===== src/rtl/mep_pkg.sv =====
package mep_pkg;

  typedef enum logic [1:0] {
    ADDR_KEY  = 2'd0,
    ADDR_CFG  = 2'd1,
    ADDR_STAT = 2'd2,
    ADDR_NONE = 2'd3
  } reg_addr_e;

  typedef enum logic [1:0] {
    ECC_OFF    = 2'd0,
    ECC_SILENT = 2'd1,
    ECC_FLAG   = 2'd2,
    ECC_FULL   = 2'd3
  } ecc_mode_e;

  localparam int unsigned NUM_ECC = 2;
  localparam int unsigned CFG_W   = 7;

  // Packed MSB first: bit 6 sel_b ... bits [1:0] mode_a
  typedef struct packed {
    logic      sel_b;
    logic      sel_a;
    logic      sel_par;
    ecc_mode_e mode_b;
    ecc_mode_e mode_a;
  } cfg_t;

endpackage


===== src/rtl/mep_key_guard.sv =====
module mep_key_guard #(
  parameter int unsigned DATA_W = 16,
  parameter logic [DATA_W-1:0] UNLOCK_KEY = 16'h0077
) (
  input  logic              clk,
  input  logic              rst_n,
  input  logic              key_wr,
  input  logic [DATA_W-1:0] key_data,
  output logic              unlocked
);

  always_ff @(posedge clk or negedge rst_n) begin
    if (!rst_n) begin
      unlocked <= 1'b0;
    end else if (key_wr) begin
      unlocked <= (key_data == UNLOCK_KEY);
    end
  end

endmodule


===== src/rtl/mep_cfg_reg.sv =====
module mep_cfg_reg
  import mep_pkg::*;
#(
  parameter int unsigned DATA_W = 16
) (
  input  logic              clk,
  input  logic              rst_n,
  input  logic              cfg_wr,
  input  logic              unlocked,
  input  logic [DATA_W-1:0] cfg_data,
  output cfg_t              cfg
);

  always_ff @(posedge clk or negedge rst_n) begin
    if (!rst_n) begin
      cfg <= '0;
    end else if (cfg_wr && unlocked) begin
      cfg <= cfg_t'(cfg_data[CFG_W-1:0]);
    end
  end

endmodule


===== src/rtl/mep_event_qual.sv =====
module mep_event_qual
  import mep_pkg::*;
#(
  parameter int unsigned NBANK = 3,
  localparam int unsigned NPAR = NBANK + 1,
  localparam int unsigned SW   = NBANK + 6
) (
  input  cfg_t               cfg,
  input  logic [NPAR-1:0]    par_evt,
  input  logic               cache_evt,
  input  logic [NUM_ECC-1:0] sbe_evt,
  input  logic [NUM_ECC-1:0] dbe_evt,
  output logic [SW-1:0]      set_vec,
  output logic [SW-1:0]      nmi_mask,
  output logic               rst_hit
);

  ecc_mode_e          mode [NUM_ECC];
  logic [NUM_ECC-1:0] sel;
  logic [NUM_ECC-1:0] sbe_set, sbe_resp, dbe_set, sbe_arm;

  always_comb begin
    mode[0] = cfg.mode_a;
    mode[1] = cfg.mode_b;
    sel     = {cfg.sel_b, cfg.sel_a};
  end

  for (genvar r = 0; r < NUM_ECC; r++) begin : g_ecc
    localparam int unsigned SBE_POS = NPAR + 2*r;
    localparam int unsigned DBE_POS = NPAR + 2*r + 1;
    always_comb begin
      sbe_set[r]  = sbe_evt[r] && (mode[r] == ECC_FLAG || mode[r] == ECC_FULL);
      sbe_arm[r]  = (mode[r] == ECC_FULL);
      sbe_resp[r] = sbe_evt[r] && sbe_arm[r];
      dbe_set[r]  = dbe_evt[r] && (mode[r] != ECC_OFF);
    end
    assign set_vec[SBE_POS]  = sbe_set[r];
    assign set_vec[DBE_POS]  = dbe_set[r];
    assign nmi_mask[SBE_POS] = sbe_arm[r] && !sel[r];
    assign nmi_mask[DBE_POS] = !sel[r];
  end

  assign set_vec[NPAR-1:0]  = par_evt;
  assign set_vec[SW-1]      = cache_evt;
  assign nmi_mask[NPAR-1:0] = {NPAR{!cfg.sel_par}};
  assign nmi_mask[SW-1]     = 1'b0;

  always_comb begin
    rst_hit = (|par_evt) && cfg.sel_par;
    for (int r = 0; r < NUM_ECC; r++) begin
      if ((sbe_resp[r] || dbe_set[r]) && sel[r]) rst_hit = 1'b1;
    end
  end

endmodule


===== src/rtl/mep_status_reg.sv =====
module mep_status_reg #(
  parameter int unsigned SW = 9
) (
  input  logic          clk,
  input  logic          rst_n,
  input  logic [SW-1:0] set_vec,
  input  logic [SW-1:0] clr_vec,
  output logic [SW-1:0] flags
);

  // set term applied after clear: a same-cycle event keeps the flag
  always_ff @(posedge clk or negedge rst_n) begin
    if (!rst_n) begin
      flags <= '0;
    end else begin
      flags <= (flags & ~clr_vec) | set_vec;
    end
  end

endmodule


===== src/rtl/mem_err_policy_ctrl.sv =====
module mem_err_policy_ctrl
  import mep_pkg::*;
#(
  parameter int unsigned NBANK  = 3,
  parameter int unsigned DATA_W = 16,
  parameter logic [DATA_W-1:0] UNLOCK_KEY = 16'h0077
) (
  input  logic                clk,
  input  logic                rst_n,
  input  logic                reg_wr_en,
  input  logic [1:0]          reg_addr,
  input  logic [DATA_W-1:0]   reg_wdata,
  output logic [DATA_W-1:0]   reg_rdata,
  input  logic [NBANK-1:0]    bank_par_evt,
  input  logic                hs_par_evt,
  input  logic                cache_par_evt,
  input  logic [NUM_ECC-1:0]  ecc_sbe_evt,
  input  logic [NUM_ECC-1:0]  ecc_dbe_evt,
  output logic                nmi_o,
  output logic                rst_req_o
);

  localparam int unsigned NPAR = NBANK + 1;
  localparam int unsigned SW   = NBANK + 6;

  logic          unlocked_q;
  cfg_t          cfg_q;
  logic [SW-1:0] status_q, set_vec, nmi_mask, clr_vec;
  logic          rst_hit, rst_q;
  logic          key_wr, cfg_wr, stat_wr;

  assign key_wr  = reg_wr_en && (reg_addr == ADDR_KEY);
  assign cfg_wr  = reg_wr_en && (reg_addr == ADDR_CFG);
  assign stat_wr = reg_wr_en && (reg_addr == ADDR_STAT);
  assign clr_vec = stat_wr ? reg_wdata[SW-1:0] : '0;

  mep_key_guard #(.DATA_W(DATA_W), .UNLOCK_KEY(UNLOCK_KEY)) u_key (
    .clk(clk), .rst_n(rst_n), .key_wr(key_wr), .key_data(reg_wdata),
    .unlocked(unlocked_q)
  );

  mep_cfg_reg #(.DATA_W(DATA_W)) u_cfg (
    .clk(clk), .rst_n(rst_n), .cfg_wr(cfg_wr), .unlocked(unlocked_q),
    .cfg_data(reg_wdata), .cfg(cfg_q)
  );

  mep_event_qual #(.NBANK(NBANK)) u_qual (
    .cfg(cfg_q), .par_evt({hs_par_evt, bank_par_evt}), .cache_evt(cache_par_evt),
    .sbe_evt(ecc_sbe_evt), .dbe_evt(ecc_dbe_evt),
    .set_vec(set_vec), .nmi_mask(nmi_mask), .rst_hit(rst_hit)
  );

  mep_status_reg #(.SW(SW)) u_stat (
    .clk(clk), .rst_n(rst_n), .set_vec(set_vec), .clr_vec(clr_vec),
    .flags(status_q)
  );

  always_ff @(posedge clk or negedge rst_n) begin
    if (!rst_n) rst_q <= 1'b0;
    else        rst_q <= rst_hit;
  end

  assign rst_req_o = rst_q;
  assign nmi_o     = |(status_q & nmi_mask);

  always_comb begin
    reg_rdata = '0;
    case (reg_addr)
      ADDR_KEY:  reg_rdata[0]       = unlocked_q;
      ADDR_CFG:  reg_rdata[CFG_W-1:0] = cfg_q;
      ADDR_STAT: reg_rdata[SW-1:0]  = status_q;
      default:   reg_rdata = '0;
    endcase
  end

endmodule


===== config.mk =====
export PLATFORM = sky130hd
export DESIGN_NAME = mem_err_policy_ctrl
export DESIGN_NICKNAME = d
export VERILOG_FILES = /design/src/rtl/mep_pkg.sv /design/src/rtl/mep_key_guard.sv /design/src/rtl/mep_cfg_reg.sv /design/src/rtl/mep_event_qual.sv /design/src/rtl/mep_status_reg.sv /design/src/rtl/mem_err_policy_ctrl.sv
export SDC_FILE = /design/constraint.sdc
export NUM_CORES = 1
export LEC_CHECK = 0
export BUFFER_PORTS_ARGS = -buffer_cell sky130_fd_sc_hd__buf_2
export CAP_MARGIN = 40
export CORE_ASPECT_RATIO = 0.6
export CORE_MARGIN = 8
export CORE_UTILIZATION = 36
export DETAILED_ROUTE_END_ITERATION = 10
export HOLD_SLACK_MARGIN = 0.15
export PLACE_DENSITY = 0.75
export SLEW_MARGIN = 15
export SYNTH_ARGS = -nofsm -noshare
export SYNTH_HDL_FRONTEND = slang
export SYNTH_SLANG_ARGS = --single-unit

===== constraint.sdc =====
create_clock -name clk -period 1.2 [get_ports clk]
set_input_delay 0.06 -clock clk [delete_from_list [all_inputs] [get_ports clk]]
set_output_delay 0.06 -clock clk [all_outputs]
set_load 0.02 [all_outputs]

# Word-level counts from Yosys, hierarchy flattened
# Index checks and enable logic that the tools add are counted.
dict set report op_classes {
  eq_ne 7
  n_mux 6
  n_bitwise 4
  n_reduce_logical 27
}
# op n
set op_table {}
lappend op_table {{== test 16 x 7 -> 1 bit (second input constant)} 1}
lappend op_table {{logical AND 1 bit} 15}
lappend op_table {{case mux 6 bit (2 select lines)} 1}
lappend op_table {{== test 2 bit (second input constant)} 5}
lappend op_table {{bitwise AND 9 x 8 -> 9 bit} 1}
lappend op_table {{bitwise AND 9 bit} 1}
lappend op_table {{2-to-1 mux 9 bit} 1}
lappend op_table {{NOT 9 bit} 1}
lappend op_table {{bitwise OR 9 bit} 1}
lappend op_table {{OR reduction 9 bit} 1}
lappend op_table {{logical OR 1 bit} 4}
lappend op_table {{nonzero test 2 bit} 2}
lappend op_table {{OR reduction 4 bit} 1}
lappend op_table {{logical NOT 1 bit} 3}
lappend op_table {{case mux 1 bit (3 select lines)} 1}
lappend op_table {{== test 2 x 1 -> 1 bit (second input constant)} 1}
lappend op_table {{logical NOT 2 bit} 1}
lappend op_table {{2-to-1 mux 1 bit} 2}
lappend op_table {{2-to-1 mux 2 bit} 1}
dict set report word_totals {
  elab_cells 52
  ff_bits 18
}

# Longest topological paths before layout
# Gate-level depths: netlist of run 1.
dict set report depth {
  ltp_word 6
  mapped_depth 6
}

# Hierarchy
# Synthesis of run 1 repeated with hierarchy kept, for this count alone.
dict set report hier_totals {
  hier_cells 124
  area_unflattened_um2 1206.2
}
# module n_inst cells_each seq_area_each_um2 area_each_um2
set modules_own_cells {}
lappend modules_own_cells {mem_err_policy_ctrl 1 50 25.0 382.9}
lappend modules_own_cells {mep_status_reg 1 27 225.2 326.6}
lappend modules_own_cells {mep_cfg_reg 1 15 175.2 260.2}
lappend modules_own_cells {mep_event_qual 1 23 0.0 153.9}
lappend modules_own_cells {mep_key_guard 1 9 25.0 82.6}

# Least setup slack after synthesis of run 1
# Ideal clock, no wire load.
dict set report synth_path {
  path_kind {reg2reg}
  from {reg, netlist name u_cfg.cfg[3]}
  to {reg rst_q, in the netlist rst_req_o}
  period_less_slack_ps 1128
  arrival_ps 1002
  setup_slack_ps 72
  path_stages_with_launch 4
  n_path_buf 0
  setup_time_ps 126
  path_cell_list {dfrtp_1 > a21o_1 > a22o_1 > a221o_1}
}
dict set report synth_between {
  elab_chain_len 5
  elab_cells_between_ends 7
  cone_classes {eq/ne (1); mux (1); reduce/logical (5)}
}
# item line_no
set synth_rtl {}
lappend synth_rtl {{== test 2 bit / nonzero test 2 bit (equally long branches)} {mep_event_qual.sv:33, mep_event_qual.sv:35}}
lappend synth_rtl {{logical AND 1 bit (on tied branches)} {mep_event_qual.sv:34, mep_event_qual.sv:35}}
lappend synth_rtl {{logical OR 1 bit (*)} mep_event_qual.sv:51} ;# if ((sbe_resp[r] || dbe_set[r]) && sel[r]) rst_hit = 1'b1;
lappend synth_rtl {{logical AND 1 bit (*)} mep_event_qual.sv:51}
lappend synth_rtl {{2-to-1 mux 1 bit (*)} mep_event_qual.sv:51}
lappend synth_rtl {{net rst_hit} mem_err_policy_ctrl.sv:29} ;# logic rst_hit, rst_q;
lappend synth_rtl {{end signal, assigned} mem_err_policy_ctrl.sv:60} ;# else rst_q <= rst_hit;
lappend synth_rtl {{end, declared} mem_err_policy_ctrl.sv:29}
# The timed path passes the listed nets; every way through them passes the cells marked *.
# A chain may end at the register's enable or synchronous reset.

# Final worst setup path of run 1
dict set report layout_path {
  from {reg u_stat.flags[0]}
  to {out reg_rdata[0]}
}
dict set report layout_between {
  elab_chain_len 1
}
# item line_no
set layout_rtl {}
lappend layout_rtl {{start, declared} mep_status_reg.sv:8} ;# output logic [SW-1:0] flags
lappend layout_rtl {{start signal, assigned} mep_status_reg.sv:16} ;# flags <= (flags & ~clr_vec) | set_vec;
lappend layout_rtl {{case mux 1 bit (3 select lines)} mem_err_policy_ctrl.sv:68} ;# case (reg_addr)
lappend layout_rtl {{end, declared} mem_err_policy_ctrl.sv:13} ;# output logic [DATA_W-1:0] reg_rdata,
# Every way passes these cells.

==> impl_metrics.toml, run 1 <==
[clocking]
worstSkewPairLatency_ns = 0.26
clk_pin_slew_ns = 0.06
cts_tree = "yes"
cts_buffers = 3
clockBufferDepth = 2
h-tree-depth = 1
cts_sinks = 18
clockRootBuffer = "clkbuf_8"

[route]
drtIter0Drc = 62
vias_per_cell = 5.05
wire_per_inst_microns = 16.9
totalWireLength_microns = 3750
dr_total_vias = 1116
drcViolationCount = 0
ant_nets = 0
first_pass_iters = 4

[global_route]
use_met1 = 0.181
grt_pass1_vias = 1114
grt.busiest_layer = "met2"
antenna_found_initial = 0
grt_use_met3 = 0.0493
grt_max_degree = 19
met2_usage = 0.242
grt_usage = 0.145
grt-ovfl-total = 0
grt_pass1_wl_microns = 5570

[place]
place_ws_ns = -0.00841
dp_hpwl_microns = 2610
port_buffers = 40
gp_congestion = 0.922
placed_cell_area_sq_um = 1330

[die]
ioPinCount = 48
start_util = 0.372
die_h_microns = 57.8
coreArea_sq_um = 2820
die_area_sq_um = 4950
rows = 15
dieWidth_microns = 85.6

[worst_setup_path]
required_ns = 1.14
cp_max_fo = 2
endpoint_kind = "output pin"
arrival_ns = 1.36
criticalPathCategory = "reg2out"
start_kind = "flop"

[hold_path]
hp-class = "in2reg"

[cells_and_area]
drive_above_1_share = 0.476
diodes = 0
fillers = 235
layout.nets = 222
area_growth_pct = 71.9
multiInputGateArea_sq_um = 601
final_cell_area_sq_um = 1800
regArea_sq_um = 454

[timing]
setup_slack_ns = -0.222
fin_skew_ns = 0.00488
setup_violations = 6
fin_crit_ns = 1.42
drv_slew = 0
post-route-period-util = 1.19
fmax_mhz = 703
rsz0062_at_grt = "true"
final-hold-violation-count = 0

[synthesis]
synth_area_per_cell_sq_um = 10.4
synth.top_cell.area_share = 0.430
ys_ff_latch = 18
synth_area_leaders = "dfrtp_1 43%, mux2_2 7.5%, nand2_1 5.4%"
ys_types = 28
yosysSeqAreaShare = 0.430
yosysTopAreaCell = "dfrtp_1"
yosys_warnings = 0
synthCells = 101
syn-cell-area_sq_um = 1050

[status]
status = "finished with violations"
violations = "setup timing"

[power]
p_leak_nw = 0.881
power.density_nw_per_um2 = 778
power_w = 0.00140
ir_worst_vdd_mv = 0.512

[job]
drv_cap = 0
[per-layer routing]
| metal | part of all wire | up-vias |
|---|---|---|
| li1 | - | 532 |
| met1 | 0.42 | 536 |
| met2 | 0.49 | 46 |
| met5 | 0 | - |
| met3 | 0.081 | 2 |
| met4 | 0.0027 | 0 |
[layout by cell type (no fill, tap or decap), types with 5 or more instances in the layout]
master and instances:
mux2_2 7, nand2_1 15, dlygate4sd3_1 23, dfrtp_1 15
a22oi_2 5, nor2b_1 6, buf_4 23, buf_6 6
buf_2 34, a21o_1 6, conb_1 7
[kinds of logic (layout without fill, tap and decap cells)]
family	count (synthesis)	in the layout	share of synthesized area
other	1	7	0.00358
multiplexers	7	7	0.0753
AO/OA/AOI/OAI	25	25	0.191
flip-flops	18	18	0.430
buffers and inverters	12	92	0.0705
adder cells (fa/ha/maj)	4	4	0.0478
AND/OR/NAND/NOR	34	34	0.182
[stage by stage]
step	std cells	setup TNS [ns]	hold slack, ns	utilization
final	221	-0.508	0.0840	0.640
after global routing	221	-0.847	0.102	0.640
after CTS	209	-0.468	0.0957	0.581
after detailed placement	182	-0.00841	0.00757	0.472
after global placement	182	0	0.00472	0.472
after floorplan	107	0	-0.236	-
[final cells by class]
type | instances | share of cell area
Inverter | 2 | 0.00417
Clock buffer | 4 | 0.0306
Tap cell | 34 | 0.0236
Multi-Input combinational cell | 77 | 0.334
Sequential cell | 18 | 0.252
Timing Repair Buffer | 86 | 0.356
[Yosys cell counts]
| master | n |
|---|---|
| nor4_2 | 2 |
| nand2_1 | 15 |
| mux2_2 | 7 |
| and2_0 | 1 |
| nor2b_1 | 6 |
| conb_1 | 1 |
| a21o_1 | 6 |
| nor2_1 | 1 |
| clkbuf_1 | 1 |
| a221o_1 | 1 |
| buf_2 | 2 |
| o22a_1 | 1 |
| nor4_1 | 1 |
| nand4b_1 | 2 |
| o21ai_0 | 3 |
| nand3_1 | 3 |
| a22o_1 | 3 |
| o41a_1 | 1 |
| inv_1 | 2 |
| nand3_2 | 1 |
| a22oi_1 | 6 |
| ha_1 | 4 |
| o41ai_2 | 1 |
| dfrtp_1 | 18 |
| and2_1 | 2 |
| buf_4 | 7 |
| a222oi_1 | 1 |
| a31oi_1 | 2 |
[where the power goes]
group	switching [W]	total [W]	internal, W
Combinational	0.000138	0.000284	0.000146
Clock	0.000205	0.000497	0.000292
Sequential	0.00000738	0.000620	0.000613
Total	0.000351	0.00140	0.00105
[flip-flops by register name (all words and copies together) (netlist names)]
signal	cells
u_stat.flags	9
rst_req_o	1
u_key.unlocked	1
u_cfg.cfg	7
[worst paths after layout]
check,start,to,slack [ns],cells past startpoint
worst max-delay path,u_stat.flags[0]$_DFF_PN0_,reg_rdata[0],-0.22,4
worst min-delay path,reg_wdata[9],u_key.unlocked$_DFFE_PN0P_,0.08,4
worst max register to register,u_cfg.cfg[1]$_DFFE_PN0P_,rst_req_o$_DFF_PN0_,-0.04,5
worst min register to register,u_stat.flags[8]$_DFF_PN0_,u_stat.flags[8]$_DFF_PN0_,0.48,1
max in group asynchronous,rst_n,u_stat.flags[0]$_DFF_PN0_,0.62,2
min in group asynchronous,rst_n,u_stat.flags[4]$_DFF_PN0_,0.26,2
[critical path: stages, from the launching register on]
cell,delay (ns)
dfrtp_2,0.43
buf_6,0.13
a222oi_1,0.31
nor2_1,0.07
buf_4,0.16
[repair_timing]
action                                  in CTS  in global routing
pin swaps                                    5                  8
gates cloned                                 0                  0
endpoints found under the setup margin       5                  9
hold buffers                                20                  3
endpoints found under the hold margin       35                  1
setup buffers                                3                  9
resized for setup                            8                 19
No activity file was read; power rests on OpenSTA's default activity.
==> run 2: changes to the inputs <==
- RECOVER_POWER: not set -> 50
==> impl_metrics.toml, run 2 (synthesized netlist as in run 1, its figures left out) <==
[route]
wire_per_inst_microns = 17.0
dr_total_vias = 1116
first_pass_iters = 4
ant_nets = 0
drcViolationCount = 0
drtIter0Drc = 54
totalWireLength_microns = 3760
vias_per_cell = 5.05

[power]
ir_worst_vdd_mv = 0.511
p_leak_nw = 0.877
power.density_nw_per_um2 = 778

[cells_and_area]
regArea_sq_um = 454
diodes = 0
fin_util = 0.639
largestRegisters = "u_stat.flags (9), u_cfg.cfg (7)"
area_growth_pct = 71.8
regMostFlops = "u_stat.flags"
drive_above_1_share = 0.471
layout_common_cells = "32 x buf_2, 23 x dlygate4sd3_1, 23 x buf_4"
final_cell_area_sq_um = 1800
layout.nets = 222
largest_reg_flops = 9
final_common_cell = "buf_2"
multiInputGateArea_sq_um = 601
fillers = 236

[die]
start_util = 0.372
die_h_microns = 57.8
dieWidth_microns = 85.6
coreArea_sq_um = 2820
rows = 15
die_area_sq_um = 4950
ioPinCount = 48

[clocking]
cts_buffers = 3
cts_tree = "yes"
cts_sinks = 18
clockRootBuffer = "clkbuf_8"
h-tree-depth = 1
clk_pin_slew_ns = 0.06
clockBufferDepth = 2
worstSkewPairLatency_ns = 0.26

[worst_setup_path]
cp-startpoint = "u_stat.flags[0]$_DFF_PN0_"
reg2reg_from = "u_cfg.cfg[1]$_DFFE_PN0P_"
endpoint_kind = "output pin"
criticalPathCategory = "reg2out"
cp_max_fo = 2
required_ns = 1.14
start_kind = "flop"
arrival_ns = 1.36

[timing]
fmax_mhz = 704
fin_skew_ns = 0.00410
setup_slack_ns = -0.220
rsz0062_at_grt = "true"
setup-tns-final_ns = -0.504
final-hold-violation-count = 0
post-route-period-util = 1.18
setup_violations = 6
fin_crit_ns = 1.42
worst_hold_slack_ns = 0.0845
drv_slew = 0

[job]
drv_cap = 0

[status]
status = "finished with violations"
violations = "setup timing"

[place]
port_buffers = 40
dp_hpwl_microns = 2610
placed_cell_area_sq_um = 1330
gp_congestion = 0.922

[global_route]
antenna_found_initial = 0
grt-ovfl-total = 0
grt_usage = 0.145
grt_max_degree = 19
grt_pass1_vias = 1114
grt_pass1_wl_microns = 5570

[hold_path]
hp-class = "in2reg"
min-delay-start = "reg_wdata[9]"
-- run 2: cell types whose count changed in the layout (fill, tap and decap cells not counted) --
cell,delta
clkbuf_2,+1
clkbuf_1,+1
buf_2,-2
-- run 2: path summary, 6_finish.rpt --
check | end | slack (ns) | cells past startpoint
max in group asynchronous | u_stat.flags[0]$_DFF_PN0_ | 0.58 | 2
max reg2reg | rst_req_o$_DFF_PN0_ | -0.04 | 5
min reg2reg | u_stat.flags[8]$_DFF_PN0_ | 0.48 | 1
max | reg_rdata[0] | -0.22 | 4
min | u_key.unlocked$_DFFE_PN0P_ | 0.08 | 4
min in group asynchronous | u_stat.flags[4]$_DFF_PN0_ | 0.28 | 2
-- run 2: per-layer routing --
layer,vias to the layer above,global-route usage,share of wire
met5,-,0,0
met4,0,0.0223,0.0027
li1,532,-,-
met2,47,0.242,0.49
met1,535,0.181,0.41
met3,2,0.0493,0.093
-- run 2: per-stage QoR --
stage	worst slack [ns]	total power, W	std cells
after floorplan	0.0722	0.000728	107
after global placement	0.0168	0.000824	182
after detailed placement	-0.00841	0.000830	182
after CTS	-0.228	0.00138	209
after global routing	-0.304	0.00147	221
final	-0.220	0.00140	221
-- run 2: where the power goes --
group	total, W	switching (W)	internal [W]
logic	0.000285	0.000139	0.000146
clock network	0.000494	0.000203	0.000292
registers	0.000620	0.00000738	0.000613
total	0.00140	0.000349	0.00105
-- run 2: layout make-up --
cell class / instances / area share
multi-input combinational: 77 / 0.334
timing repair buffer: 86 / 0.355
inverter: 2 / 0.00417
sequential: 18 / 0.252
clock buffer: 4 / 0.0306
tap: 34 / 0.0236
-- run 2: critical path: stages, from the launching register on --
cell and delay [ns]:
dfrtp_2 0.43, buf_6 0.13, a222oi_1 0.31, nor2_1 0.07
buf_4 0.16
-- run 2: timing repair --
action                                  4_1_cts  5_1_grt
pin swaps                                     5        8
hold endpoints to repair                     35        1
setup buffers                                 3        9
endpoints found under the setup margin        5        9
resized for setup                             8       19
hold buffers                                 20        3
